### src/rtl/rsu_pkg.sv
// Package: shared types and widths for the rotate/shift unit.
// Assumes a byte-wide datapath with the processor's fixed flag layout.
package rsu_pkg;
    localparam int unsigned DATA_W = 8;
    localparam int unsigned OP_W   = 3;
    localparam int unsigned MSB    = DATA_W - 1;

    // Flag bit positions within the flag byte
    localparam int unsigned FL_SIGN = 7;
    localparam int unsigned FL_ZERO = 6;
    localparam int unsigned FL_B5   = 5;
    localparam int unsigned FL_HALF = 4;
    localparam int unsigned FL_B3   = 3;
    localparam int unsigned FL_PAR  = 2;
    localparam int unsigned FL_SUB  = 1;
    localparam int unsigned FL_CARRY = 0;

    typedef enum logic [OP_W-1:0] {
        OP_ROT_L_CIRC  = 3'd0,
        OP_ROT_R_CIRC  = 3'd1,
        OP_ROT_L_CARRY = 3'd2,
        OP_ROT_R_CARRY = 3'd3,
        OP_SHL_ARITH   = 3'd4,
        OP_SHR_ARITH   = 3'd5,
        OP_SHL_ONE     = 3'd6,
        OP_SHR_LOGIC   = 3'd7
    } rsu_op_e;
endpackage

### src/rtl/rsu_fill_sel.sv
// Module: picks the bit entering the vacated end of the byte.
// Assumes the operation code has already been decoded into rsu_op_e.
module rsu_fill_sel
    import rsu_pkg::*;
(
    input  rsu_op_e           op,
    input  logic [DATA_W-1:0] opnd,
    input  logic              cin,
    output logic              fill
);
    // Choose the fill source for each operation
    always_comb begin
        unique case (op)
            OP_ROT_L_CIRC:  fill = opnd[MSB];
            OP_ROT_R_CIRC:  fill = opnd[0];
            OP_ROT_L_CARRY: fill = cin;
            OP_ROT_R_CARRY: fill = cin;
            OP_SHL_ARITH:   fill = 1'b0;
            OP_SHR_ARITH:   fill = opnd[MSB];
            OP_SHL_ONE:     fill = 1'b1;
            OP_SHR_LOGIC:   fill = 1'b0;
            default:        fill = 1'b0;
        endcase
    end
endmodule

### src/rtl/rsu_shift_core.sv
// Module: moves the operand one place and reports the bit pushed out.
// Assumes op[0] selects direction (0 left, 1 right), true for all codes.
module rsu_shift_core
    import rsu_pkg::*;
(
    input  rsu_op_e           op,
    input  logic [DATA_W-1:0] opnd,
    input  logic              cin,
    output logic [DATA_W-1:0] res,
    output logic              cout
);
    logic fill;

    rsu_fill_sel u_fill (
        .op   (op),
        .opnd (opnd),
        .cin  (cin),
        .fill (fill)
    );

    // Form the moved byte and the carried-out end bit
    always_comb begin
        if (op[0] == 1'b0) begin
            res  = {opnd[MSB-1:0], fill};
            cout = opnd[MSB];
        end else begin
            res  = {fill, opnd[MSB:1]};
            cout = opnd[0];
        end
    end
endmodule

### src/rtl/rsu_flag_gen.sv
// Module: builds the flag byte from the result and the carried-out bit.
// Assumes half carry and subtract are always cleared by this group.
module rsu_flag_gen
    import rsu_pkg::*;
(
    input  logic [DATA_W-1:0] res,
    input  logic              cout,
    output logic [DATA_W-1:0] flags
);
    logic even_ones;

    // Even parity: the XOR of all bits is zero
    always_comb even_ones = ~(^res);

    // Place each flag at its position
    always_comb begin
        flags           = '0;
        flags[FL_SIGN]  = res[MSB];
        flags[FL_ZERO]  = (res == '0);
        flags[FL_B5]    = res[5];
        flags[FL_HALF]  = 1'b0;
        flags[FL_B3]    = res[3];
        flags[FL_PAR]   = even_ones;
        flags[FL_SUB]   = 1'b0;
        flags[FL_CARRY] = cout;
    end
endmodule

### src/rtl/rot_shift_unit.sv
// Module: combinational byte rotate/shift unit with full flag output.
// Assumes the executor supplies the operand and carry and latches the outputs.
module rot_shift_unit
    import rsu_pkg::*;
(
    input  logic [2:0] op_i,
    input  logic [7:0] operand_i,
    input  logic       carry_i,
    output logic [7:0] result_o,
    output logic [7:0] flags_o
);
    rsu_op_e           op_dec;
    logic [DATA_W-1:0] res;
    logic              cout;

    // Decode the raw selector into the operation type
    always_comb op_dec = rsu_op_e'(op_i);

    rsu_shift_core u_core (
        .op   (op_dec),
        .opnd (operand_i),
        .cin  (carry_i),
        .res  (res),
        .cout (cout)
    );

    rsu_flag_gen u_flags (
        .res   (res),
        .cout  (cout),
        .flags (flags_o)
    );

    // Drive the result port
    always_comb result_o = res;
endmodule

### config.mk
export PLATFORM = sky130hd
export DESIGN_NAME = rot_shift_unit
export DESIGN_NICKNAME = d
export VERILOG_FILES = /design/src/rtl/rsu_pkg.sv /design/src/rtl/rsu_fill_sel.sv /design/src/rtl/rsu_shift_core.sv /design/src/rtl/rsu_flag_gen.sv /design/src/rtl/rot_shift_unit.sv
export SDC_FILE = /design/constraint.sdc
export NUM_CORES = 1
export LEC_CHECK = 0
export ABC_AREA = 0
export BUFFER_PORTS_ARGS = -buffer_cell sky130_fd_sc_hd__buf_2
export CAP_MARGIN = 25
export CORE_AREA = 2 2 39 41
export DETAILED_ROUTE_END_ITERATION = 8
export DIE_AREA = 0 0 41 43
export PLACE_DENSITY = 0.51
export SLEW_MARGIN = 20
export SYNTH_ARGS = -nofsm -noshare
export SYNTH_HDL_FRONTEND = slang
export SYNTH_SLANG_ARGS = --single-unit
### constraint.sdc
create_clock -name vclk -period 2.27
set_input_delay 0.3405 -clock vclk [all_inputs]
set_output_delay 0.3405 -clock vclk [all_outputs]
set_load 0.03 [all_outputs]
=== Word-level counts from Yosys, hierarchy flattened ===
Index checks and enable logic that the tools add are counted.

* Bits of input ports: 12
* Flip-flop bits (word level): 0
* Word-level logic and storage cells: 17

* Mux-type cells: 3
* Reductions and logical operators: 6
* Bitwise logic cells: 1
* Equal/unequal tests: 7

{| class="wikitable"
|+ Operators by type and width
! cell !! number
|-
| 3-bit == test, second input constant || 4
|-
| 8-bit logical NOT || 1
|-
| 8-bit 2-to-1 mux || 1
|-
| 8-bit XOR reduction || 1
|-
| 3-bit by 2-bit == test with 1-bit output, second input constant || 2
|-
| 2-bit OR reduction || 3
|-
| 1-bit case mux with 5 select lines || 1
|-
| 3-bit by 1-bit == test with 1-bit output, second input constant || 1
|-
| 3-bit logical NOT || 1
|-
| 1-bit 2-to-1 mux || 1
|-
| 1-bit NOT || 1
|}

=== Logic depth before layout (Yosys ltp) ===
* Depth after elaboration: 6
* Gate-level depth with buffers: 7
* Gate-level depth less buffers: 6

=== By module ===
Synthesis repeated with hierarchy kept, for this count alone.

* Cell total of the unflattened synthesis: 40
* Area, all modules: 365.4 µm²

{| class="wikitable"
|+ By module, submodules not included
! module !! area an instance (µm²) !! cells each !! times used
|-
| rsu_flag_gen || 171.4 || 24 || 1
|-
| rsu_shift_core || 146.4 || 10 || 1
|-
| rsu_fill_sel || 47.5 || 6 || 1
|}

=== Worst setup path after synthesis ===
Ideal clock, no wire load.

* Path type: input port to output port
* Start point: input port op_i[0]
* End point: output port flags_o[2]
* Stages: 6
* Buffers on the path: 1
* Required time: 1.929 ns
* Setup slack: 0.150 ns
* Arrival time: 1.779 ns
* Path through: or4b_1 o211a_1 ha_1 xnor2_1 xnor2_1 buf_4

* Cells in the longest elaborated chain, start to end: 6
* Elaborated cells between the ends (all ways): 15
* Those cells by class: eq/ne: 7; mux: 2; bitwise: 1; reduce/logical: 5

{| class="wikitable"
|+ Ends and longest elaborated chain
! item !! RTL line !! source
|-
| start: declaration || rot_shift_unit.sv:6 || <nowiki>input logic [2:0] op_i,</nowiki>
|-
| 3-bit == test, or another cell as far along || rsu_fill_sel.sv:13 || <nowiki>unique case (op)</nowiki>
|-
| 2-bit OR reduction (no source line) || -- ||
|-
| 1-bit case mux with 5 select lines || rsu_fill_sel.sv:13 ||
|-
| 8-bit 2-to-1 mux * || rsu_shift_core.sv:23 || <nowiki>if (op[0] == 1'b0) begin</nowiki>
|-
| 8-bit XOR reduction * || rsu_flag_gen.sv:13 || <nowiki>always_comb even_ones = ~(^res);</nowiki>
|-
| 1-bit NOT * || rsu_flag_gen.sv:13 ||
|-
| end: declaration || rot_shift_unit.sv:10 || <nowiki>output logic [7:0] flags_o</nowiki>
|}

Every way passes the cells marked *; elsewhere a longest branch is shown, timed or not.

=== Final worst setup path ===
Ends and elaborated chain as after synthesis.

==> impl_metrics.toml <==
[cells_and_area]
layout.nets = 83
fin_util = 0.343
num-clock-buffers = 0
ff_latch_area_um2 = 0
stdcell_count = 81
seq_cell_count = 0
layout_common_cells = "buf_2, mux2i_1, buf_4"
area_growth_pct = 49.8
antenna_cells = 0
final_common_cell = "buf_2"
post-route-cell-area_um2 = 474
layout-drive-gt1-share = 0.554

[detailed_routing]
routedWlPerCell_um = 9.12
route.detailed.drc = 0
viasPerCell = 4.26
dr.pass1.iters = 1
initialDrtViolationCount = 0
antenna_left = 0
totalWireLength_um = 739
vias = 345

[grt]
grt_pass1_vias = 276
grt_start_max_net_pins = 13
grt-ovfl-total = 0
gr-usage-met2 = 0.138
grt_first_pass_wirelength_um = 1020
use_met1 = 0.108
grt_antenna_before_repair = 0
grt.busiest_layer = "met2"
track_usage = 0.0789
use_met3 = 0.00524

[synthesis]
synth-seq-area-share = 0
syn_area_um2 = 317
synth_cells = 40
yosysWarnings = 0
synth_cell_types = 17
avgSynthCellArea_um2 = 7.91

[floorplanning]
die_w_um = 41
initial_core_util = 0.229
die_area_um2 = 1760
die_h_um = 43
ioPinCount = 28
row_count = 14
core_um2 = 1380

[timing]
timing.hold.ws_ns = 1.08
period_minus_slack_ns = 2.18
hold_viol_final = 0
final-setup-viol-count = 0
rsz0062_at_grt = "no"
fin_crit_sh = 0.960
drv_slew = 0
fmax_mhz = 459
fin_tns_setup_ns = 0

[power]
power_density_nw_per_um2 = 414
peakVddDrop_v = 0.000218
leakagePower_nw = 0.287

[setup_path]
critPathLaunchType = "input port"
worstPathMaxFanout = 2
endpoint_kind = "output pin"
worst_ep_arrival_time_ns = 1.84
cp.required_ns = 1.93
crit_type = "in -> out"

[min_path]
min-delay-path-class = "in -> out"

[place]
dp_cells = 80
place_congestion = 0.680
port_buffers = 26
placed_area_um2 = 444

[run]
maxCapViolCount = 0

[run_status]
outcome = "completed"
## stage by stage
| stage | setup slack (ns) | power [mW] |
|---|---|---|
| 3_5_place_dp | -0.0469 | 0.177 |
| 3_3_place_gp | -0.0598 | 0.177 |
| 2_1_floorplan | 0.150 | 0.150 |
| 4_1_cts | 0.00628 | 0.186 |
| 5_1_grt | 0.00125 | 0.213 |
| 6_report | 0.0913 | 0.196 |
## cells in the mapped netlist
library cell | number | area (µm²)
o21a_1 | 1 | 7.51
o21ai_0 | 2 | 10.0
mux2i_1 | 7 | 70.1
ha_1 | 4 | 50.1
and4_1 | 1 | 8.76
o211ai_1 | 1 | 7.51
nand2_1 | 1 | 3.75
inv_1 | 6 | 22.5
nand3b_1 | 1 | 7.51
conb_1 | 1 | 3.75
buf_4 | 7 | 52.6
o211a_1 | 1 | 10.0
buf_6 | 1 | 11.3
xnor2_1 | 3 | 26.3
or4b_1 | 1 | 10.0
inv_2 | 1 | 3.75
mux2_2 | 1 | 11.3
## cells by family after synthesis
kind of cell	after synthesis	share of synthesized area
simple gates	4	0.0949
buf+inv	15	0.285
other cells	1	0.0118
fa+ha+maj	4	0.158
compound gates	5	0.111
mux	8	0.257
xor+xnor	3	0.0830
## report_power, final
| group | internal, mW | leakage, nW | switching [mW] |
|---|---|---|---|
| clock | 0 | 0 | 0 |
| sequential | 0 | 0 | 0 |
| combinational | 0.0803 | 0.287 | 0.116 |
| total | 0.0803 | 0.287 | 0.116 |
## per-layer routing
| metal | part of all wire | wire length, µm |
|---|---|---|
| met2 | 0.54 | 397 |
| met4 | 0 | 0 |
| met1 | 0.40 | 297 |
| met3 | 0.061 | 45 |
| met5 | 0 | 0 |
## path summary, 6_finish.rpt
check  cells past startpoint     endpoint    startpoint  slack, ns
min                        4  result_o[4]  operand_i[3]       1.08
max                        7   flags_o[2]       op_i[0]       0.09
## area by class of cell
cell class                      count  area [µm²]
Multi-Input combinational cell     26         250
Fill cell                         173         910
Inverter                            7        26.3
Tap cell                           16        20.0
Timing Repair Buffer               32         178
## critical path: stages
cell     delay, ns
buf_2         0.10
or4b_1        0.52
o211a_1       0.17
ha_4          0.25
xnor2_2       0.13
xnor2_1       0.14
buf_4         0.18
## repair_timing
action                                  in CTS  in global routing
pin swaps                                    2                  0
endpoints found under the setup margin       1                  1
hold buffers                                 0                  0
resized for setup                            1                  3
buffers inserted                             0                  1
No activity file was read; power rests on OpenSTA's default activity.
